==> config.mk <==
export PLATFORM = sky130hd
export DESIGN_NAME = dsub_unit
export DESIGN_NICKNAME = d
export VERILOG_FILES = /design/src/rtl/dsub_pkg.sv /design/src/rtl/dsub_decode.sv /design/src/rtl/dsub_alu.sv /design/src/rtl/dsub_regfile.sv /design/src/rtl/dsub_unit.sv
export SDC_FILE = /design/constraint.sdc
export NUM_CORES = 1
export LEC_CHECK = 0
export BUFFER_PORTS_ARGS = -buffer_cell sky130_fd_sc_hd__buf_4
export CAP_MARGIN = 20
export CORE_ASPECT_RATIO = 2
export CORE_MARGIN = 2
export CORE_UTILIZATION = 35
export DETAILED_ROUTE_END_ITERATION = 10
export SLEW_MARGIN = 10
export SYNTH_ARGS = -nofsm -noshare
export SYNTH_HDL_FRONTEND = slang
export SYNTH_HIERARCHICAL = 1
export SYNTH_SLANG_ARGS = --single-unit
export TNS_END_PERCENT = 100
==> constraint.sdc <==
create_clock -name clk -period 6.36 [get_ports clk]
set_input_delay 0.318 -clock clk [delete_from_list [all_inputs] [get_ports clk]]
set_output_delay 0.318 -clock clk [all_outputs]
set_load 0.05 [all_outputs]
==> src/rtl/dsub_pkg.sv <==
package dsub_pkg;

  localparam logic [5:0] PREFIX     = 6'b111110;
  localparam logic [7:0] OPC_ALWAYS = 8'hA1;
  localparam logic [7:0] OPC_IF_SET = 8'hA2;
  localparam logic [7:0] OPC_IF_CLR = 8'hA3;

  localparam logic [2:0] DCS_BORROW = 3'd0;
  localparam logic [2:0] DCS_NEG    = 3'd1;
  localparam logic [2:0] DCS_ZERO   = 3'd2;
  localparam logic [2:0] DCS_OVF    = 3'd3;
  localparam logic [2:0] DCS_GT     = 3'd4;
  localparam logic [2:0] DCS_GE     = 3'd5;

  typedef enum logic [1:0] {
    FORM_NONE   = 2'd0,
    FORM_ALWAYS = 2'd1,
    FORM_IF_SET = 2'd2,
    FORM_IF_CLR = 2'd3
  } form_e;

  // bit0 = dc ... bit4 = gt
  typedef struct packed {
    logic gt;
    logic v;
    logic z;
    logic n;
    logic dc;
  } flags_t;

endpackage

==> src/rtl/dsub_decode.sv <==
module dsub_decode
  import dsub_pkg::*;
(
  input  logic        valid_i,
  input  logic [31:0] instr_i,
  output form_e       form_o,
  output logic        illegal_o,
  output logic [1:0]  xsel_o,
  output logic [1:0]  ysel_o,
  output logic [3:0]  zsel_o
);

  logic unused_upper;
  assign unused_upper = ^instr_i[25:16];

  assign xsel_o = instr_i[7:6];
  assign ysel_o = instr_i[5:4];
  assign zsel_o = instr_i[3:0];

  always_comb begin
    form_o    = FORM_NONE;
    illegal_o = 1'b0;
    if (valid_i) begin
      if (instr_i[31:26] != PREFIX) begin
        illegal_o = 1'b1;
      end else begin
        unique case (instr_i[15:8])
          OPC_ALWAYS: form_o = FORM_ALWAYS;
          OPC_IF_SET: form_o = FORM_IF_SET;
          OPC_IF_CLR: form_o = FORM_IF_CLR;
          default:    illegal_o = 1'b1;
        endcase
      end
    end
  end

endmodule

==> src/rtl/dsub_alu.sv <==
module dsub_alu
  import dsub_pkg::*;
#(
  parameter int DATA_W = 32
) (
  input  logic [DATA_W-1:0] a_i,
  input  logic [DATA_W-1:0] b_i,
  input  logic [2:0]        dc_sel_i,
  output logic [DATA_W-1:0] diff_o,
  output flags_t            flags_o
);

  localparam int MSB = DATA_W - 1;

  logic [DATA_W:0] wide;
  logic borrow, neg, zero, ovf, sgt, sge;

  assign wide   = {1'b0, a_i} - {1'b0, b_i};
  assign diff_o = wide[MSB:0];
  assign borrow = wide[DATA_W];
  assign neg    = wide[MSB];
  assign zero   = (wide[MSB:0] == '0);
  assign ovf    = (a_i[MSB] != b_i[MSB]) && (wide[MSB] != a_i[MSB]);
  assign sge    = (neg == ovf);
  assign sgt    = sge && !zero;

  always_comb begin
    flags_o.n  = neg;
    flags_o.z  = zero;
    flags_o.v  = ovf;
    flags_o.gt = sgt;
    case (dc_sel_i)
      DCS_BORROW: flags_o.dc = borrow;
      DCS_NEG:    flags_o.dc = neg;
      DCS_ZERO:   flags_o.dc = zero;
      DCS_OVF:    flags_o.dc = ovf;
      DCS_GT:     flags_o.dc = sgt;
      DCS_GE:     flags_o.dc = sge;
      default:    flags_o.dc = 1'b0;
    endcase
  end

endmodule

==> src/rtl/dsub_regfile.sv <==
module dsub_regfile #(
  parameter int DATA_W   = 32,
  parameter int NUM_REGS = 8,
  localparam int AW      = $clog2(NUM_REGS)
) (
  input  logic              clk,
  input  logic              rst,
  input  logic              ex_we_i,
  input  logic [AW-1:0]     ex_addr_i,
  input  logic [DATA_W-1:0] ex_data_i,
  input  logic              ld_we_i,
  input  logic [AW-1:0]     ld_addr_i,
  input  logic [DATA_W-1:0] ld_data_i,
  input  logic [1:0]        xsel_i,
  input  logic [1:0]        ysel_i,
  output logic [DATA_W-1:0] x_data_o,
  output logic [DATA_W-1:0] y_data_o,
  input  logic [AW-1:0]     rd_addr_i,
  output logic [DATA_W-1:0] rd_data_o
);

  logic [DATA_W-1:0] mem [NUM_REGS];
  logic [NUM_REGS-1:0] ex_hit, ld_hit;
  logic [AW-1:0] xi, yi;

  assign xi = AW'(xsel_i);
  assign yi = AW'(ysel_i);

  for (genvar i = 0; i < NUM_REGS; i++) begin : g_hit
    assign ex_hit[i] = ex_we_i && (ex_addr_i == AW'(i));
    assign ld_hit[i] = ld_we_i && (ld_addr_i == AW'(i));
  end

  // execute result has priority over the load port on a shared entry
  always_ff @(posedge clk) begin
    for (int i = 0; i < NUM_REGS; i++) begin
      if (ex_hit[i])      mem[i] <= ex_data_i;
      else if (ld_hit[i]) mem[i] <= ld_data_i;
    end
  end

  assign x_data_o = mem[xi];
  assign y_data_o = mem[yi];

  always_ff @(posedge clk) begin
    rd_data_o <= mem[rd_addr_i];
  end

  assert_exec_beats_load_R9: assert property (@(posedge clk) disable iff (rst)
    (ex_we_i && ld_we_i && ex_addr_i == ld_addr_i)
      |=> (mem[$past(ex_addr_i)] == $past(ex_data_i)));

  assert_load_lands_R9: assert property (@(posedge clk) disable iff (rst)
    (ld_we_i && !(ex_we_i && ex_addr_i == ld_addr_i))
      |=> (mem[$past(ld_addr_i)] == $past(ld_data_i)));

endmodule

==> src/rtl/dsub_unit.sv <==
module dsub_unit
  import dsub_pkg::*;
#(
  parameter int DATA_W   = 32,
  parameter int NUM_REGS = 8,
  localparam int AW      = $clog2(NUM_REGS)
) (
  input  logic              clk,
  input  logic              rst,
  input  logic              instr_valid_i,
  input  logic [31:0]       instr_i,
  input  logic [2:0]        dc_sel_i,
  input  logic              ld_en_i,
  input  logic [AW-1:0]     ld_addr_i,
  input  logic [DATA_W-1:0] ld_data_i,
  input  logic [AW-1:0]     rd_addr_i,
  output logic [DATA_W-1:0] rd_data_o,
  output logic [4:0]        flags_o,
  output logic              taken_o,
  output logic              illegal_o
);

  form_e             form;
  logic              dec_illegal;
  logic [1:0]        xsel, ysel;
  logic [3:0]        zsel;
  logic [DATA_W-1:0] x_data, y_data, diff;
  flags_t            alu_flags, flags_q;
  logic              cond_ok, dst_ok, ex_we;

  dsub_decode u_decode (
    .valid_i   (instr_valid_i),
    .instr_i   (instr_i),
    .form_o    (form),
    .illegal_o (dec_illegal),
    .xsel_o    (xsel),
    .ysel_o    (ysel),
    .zsel_o    (zsel)
  );

  dsub_regfile #(.DATA_W(DATA_W), .NUM_REGS(NUM_REGS)) u_regs (
    .clk       (clk),
    .rst       (rst),
    .ex_we_i   (ex_we),
    .ex_addr_i (zsel[AW-1:0]),
    .ex_data_i (diff),
    .ld_we_i   (ld_en_i),
    .ld_addr_i (ld_addr_i),
    .ld_data_i (ld_data_i),
    .xsel_i    (xsel),
    .ysel_i    (ysel),
    .x_data_o  (x_data),
    .y_data_o  (y_data),
    .rd_addr_i (rd_addr_i),
    .rd_data_o (rd_data_o)
  );

  dsub_alu #(.DATA_W(DATA_W)) u_alu (
    .a_i      (x_data),
    .b_i      (y_data),
    .dc_sel_i (dc_sel_i),
    .diff_o   (diff),
    .flags_o  (alu_flags)
  );

  always_comb begin
    case (form)
      FORM_ALWAYS: cond_ok = 1'b1;
      FORM_IF_SET: cond_ok = flags_q.dc;
      FORM_IF_CLR: cond_ok = !flags_q.dc;
      default:     cond_ok = 1'b0;
    endcase
  end

  assign dst_ok = (int'(zsel) < NUM_REGS);
  assign ex_we  = cond_ok && dst_ok;

  always_ff @(posedge clk) begin
    if (rst) begin
      flags_q   <= '0;
      taken_o   <= 1'b0;
      illegal_o <= 1'b0;
    end else begin
      taken_o   <= cond_ok;
      illegal_o <= dec_illegal;
      if (form == FORM_ALWAYS) flags_q <= alu_flags;
    end
  end

  assign flags_o = flags_q;

  assert_always_taken_R2: assert property (@(posedge clk) disable iff (rst)
    (form == FORM_ALWAYS) |=> taken_o);

  assert_false_cond_idle_R5: assert property (@(posedge clk) disable iff (rst)
    ((form == FORM_IF_SET && !flags_q.dc) || (form == FORM_IF_CLR && flags_q.dc))
      |=> !taken_o);

  assert_pred_keeps_flags_R6: assert property (@(posedge clk) disable iff (rst)
    (form == FORM_IF_SET || form == FORM_IF_CLR) |=> $stable(flags_o));

  assert_illegal_inert_R7: assert property (@(posedge clk) disable iff (rst)
    dec_illegal |=> (illegal_o && !taken_o && $stable(flags_o)));

  assert_single_outcome_R7: assert property (@(posedge clk) disable iff (rst)
    !(illegal_o && taken_o));

endmodule

==> summary.md <==
| Metric | Value |
|---|---|
| Status | `complete, no violations` |
| YS warnings | `6` |
| Final ANT Viol Nets | `0` |
| Comb power frac | `29.0%` |
| Crit end category | `flop` |
| Initial antenna violation count | `0` |
| Post-synth top flop | `edfxtp_1` |
| Syn Inst Count | `1191` |
| Setup CP Type | `flop to flop` |
| CTS tree | `built` |
| Pins Over Slew Limit | `0` |
| CTS root buf | `clkbuf_16` |
| Max VDD drop | `197 uV` |
| Setup TNS | `0 ns` |
| Share of layout cells above drive strength 1 | `34.7%` |
| Pwr dens | `270 mW/mm2` |
| Routed length per instance | `26.3 um` |
| Post-synth ARST share | `0%` |
| EDFF count, synth | `256` |
| Hold Path Class | `primary input to flop` |
| Minimum clock period | `6.25 ns` |
| Clk_lat worst skew | `0.57 ns` |
| Arrival time at the worst endpoint | `6.71 ns` |
| Final Setup Violations | `0` |
| Global-route congestion overflow total | `0` |
| Area Growth Syn to Fin | `17.3%` |
| I/O pins | `116` |
| Drt initial violations | `786` |
| Placement Setup Slack | `-0.641 ns` |
| Longest Clk Path Bufs | `3` |
| Final hold vios | `0` |
| Commonest non-fill, non-tap cell in the layout | `edfxtp_1` |
| Mean Syn Cell Area | `14.9 um2` |
| Cell leakage power | `7.46 nW` |
| DP Wirelength | `34.5 mm` |
| Flop pwr share | `42.5%` |
| Fillers | `4746` |
| Synth unique cells | `81` |
| Fmax | `160 MHz` |
| Via density | `5.64` |
| Most frequent cells in the layout | `edfxtp_1 (256), mux2_1 (250), buf_4 (205), mux4_2 (128), inv_1 (43)` |
| Die width | `163 um` |
| Worst-margin pin slew | `1.17 ns` |
| GRT Total Usage | `20.3%` |
| # port buffers | `105` |
| Period Utilization, post-route | `98.3%` |
| Htree depth | `1` |
| Final net count | `1461` |
| Pint | `3.98 mW` |
| Number of global-route vias before repair | `12500` |
| Die height | `323 um` |
| DIE AREA | `0.0528 mm2` |
| Max Cap Viol | `0` |
| Rel. slew slack | `21.6%` |
| Clock tree sinks | `295` |
| # DRC | `0` |
| Reg clk slew, reported paths | `0.07 ns` |
| Final WL | `53.1 mm` |
| Startpoint types | `flop` |
| Routability cong. | `0.859` |
| Clock skew | `0.0213 ns` |
| Core area | `0.0502 mm2` |
| WP data required | `6.82 ns` |
| Initial Utilization | `35.4%` |
| Critical path peak fanout | `3` |
| RSZ-0062 raised after global routing | `yes` |
| DRT Pass-1 Iters | `6` |
| Via count | `11400` |
| Syn nets | `1302` |
| Antenna cells | `0` |
| Sequential cell area fraction in the yosys report | `47.6%` |
| Synthesized cell area | `0.0178 mm2` |
| NetSw | `1.67 mW` |
| Row Count | `116` |
| CTS Buf Count | `28` |
| Switch share | `29.5%` |
| Clock power frac | `28.4%` |
| Synth Register Bits | `295` |
| First-pass GRT wire length | `78.4 mm` |
| Final WS setup | `0.108 ns` |
| Largest net degree at the start of global routing | `65` |
[worst paths after layout]
check	from	to	slack, ns	depth (start not counted)
setup / recovery	u_regs/mem[1][18]$_DFFE_PP_	flags_o[4]$_SDFFE_PP0N_	0.11	23
hold reg to reg	flags_o[1]$_SDFFE_PP0N_	flags_o[1]$_SDFFE_PP0N_	0.47	2
setup reg to reg	u_regs/mem[1][18]$_DFFE_PP_	flags_o[4]$_SDFFE_PP0N_	0.11	23
hold / removal	ld_data_i[11]	u_regs/mem[2][11]$_DFFE_PP_	0.09	2
[stage by stage]
stage | utilization (%) | cells | total power, mW | hold slack, ns | area (um2)
3_5_place_dp | 39.5 | 1961 | 4.04 | 0.461 | 19800
6_report | 41.6 | 2021 | 5.65 | 0.0857 | 20900
3_3_place_gp | 39.5 | 1961 | 3.99 | 0.462 | 19800
2_1_floorplan | - | 1191 | 3.52 | 0.516 | 17800
5_1_grt | 41.6 | 2021 | 5.90 | 0.0833 | 20900
4_1_cts | 41.4 | 2015 | 5.68 | 0.0641 | 20800
[metal layers]
metal  up-vias  GRT usage [%]  wire, um
met1      5860           21.1     18500
met5         -              0         0
met3       130           1.95      1900
li1       5075              -         -
met4         0           9.65      2660
met2       328           40.0     30000
[state kept, by name, summed over array words and instances (netlist names)]
register / cells
u_regs/mem: 256
u_regs/rd_data_o: 32
flags_o: 5
illegal_o: 1
taken_o: 1
[power by group through the flow]
stage / Sequential (mW) / Clock (mW) / Combinational, mW
after floorplan: 2.51 / 0 / 1.02
after global placement: 2.44 / 0 / 1.55
after detailed placement: 2.44 / 0 / 1.60
after CTS: 2.40 / 1.65 / 1.63
after global routing: 2.41 / 1.71 / 1.78
final: 2.40 / 1.61 / 1.64
[synthesized netlist by cell type (all sizes together), types with 3 or more instances]
| cell | instances | area, um2 |
|---|---|---|
| buf | 65 | 407 |
| clkbuf | 22 | 82.6 |
| a21o | 14 | 105 |
| mux4 | 128 | 2880 |
| and2 | 8 | 52.6 |
| a21oi | 31 | 185 |
| ha | 32 | 400 |
| a211oi | 3 | 27.5 |
| nand4bb | 8 | 90.1 |
| nor2b | 6 | 37.5 |
| nor3 | 8 | 40.0 |
| mux2 | 291 | 3280 |
| o211ai | 5 | 37.5 |
| edfxtp | 256 | 7690 |
| a211o | 5 | 43.8 |
| o21ai | 22 | 110 |
| o31ai | 3 | 22.5 |
| or2 | 6 | 37.5 |
| a31oi | 5 | 31.3 |
| xor2 | 12 | 105 |
| nand3 | 14 | 82.6 |
| xnor2 | 14 | 123 |
| or3 | 4 | 25.0 |
| or4 | 4 | 30.0 |
| and2b | 3 | 22.5 |
| dfxtp | 39 | 781 |
| inv | 44 | 165 |
| nand4b | 6 | 52.6 |
| nand2 | 40 | 150 |
| nor2 | 25 | 98.8 |
| nand4 | 11 | 68.8 |
| nand2b | 8 | 50.1 |
| nor4 | 6 | 43.8 |
| a311oi | 5 | 43.8 |
[critical path: stages, from the launching register on]
cell	delay [ns]
edfxtp_1	0.49
mux4_2	0.49
ha_1	0.32
a21o_1	0.17
o21bai_1	0.16
a221o_1	0.37
a221oi_2	0.35
nor2b_1	0.11
o22ai_2	0.15
o21ai_1	0.08
a21o_1	0.19
fa_2	0.46
or3_4	0.33
or4_4	0.42
or4_1	0.40
or4_4	0.44
nor4_4	0.17
nand4bb_1	0.12
buf_4	0.18
nor4_4	0.22
buf_4	0.18
and2b_1	0.17
nand4bb_1	0.08
o21ai_1	0.07
[repair_timing]
action,CTS,global route
resized for setup,13,10
hold buffers,1,0
pin swaps,2,1
setup buffers,1,4
endpoints found under the setup margin,3,3
hold endpoints to repair,1,0
gates cloned,0,0
[kinds of logic (layout without fill, tap and decap cells)]
logic type,count (synthesis),in the layout,share of synthesized area (%)
buf+inv,131,312,3.68
flops,295,295,47.6
simple gates,167,167,5.55
compound gates,118,118,4.75
mux,420,420,34.7
fa+ha+maj,34,34,2.47
xor+xnor,26,26,1.28
[layout make-up]
class / count / area (um2) / area share [%]
clock buffers: 43 / 798 / 3.82
clock inverters: 9 / 46.3 / 0.222
inverters: 44 / 165 / 0.791
multi-input cells: 765 / 8880 / 42.5
flip-flops and latches: 295 / 8470 / 40.5
well taps: 649 / 812 / 3.89
repair buffers: 216 / 1710 / 8.19
Power figures use the tool's default switching activity.
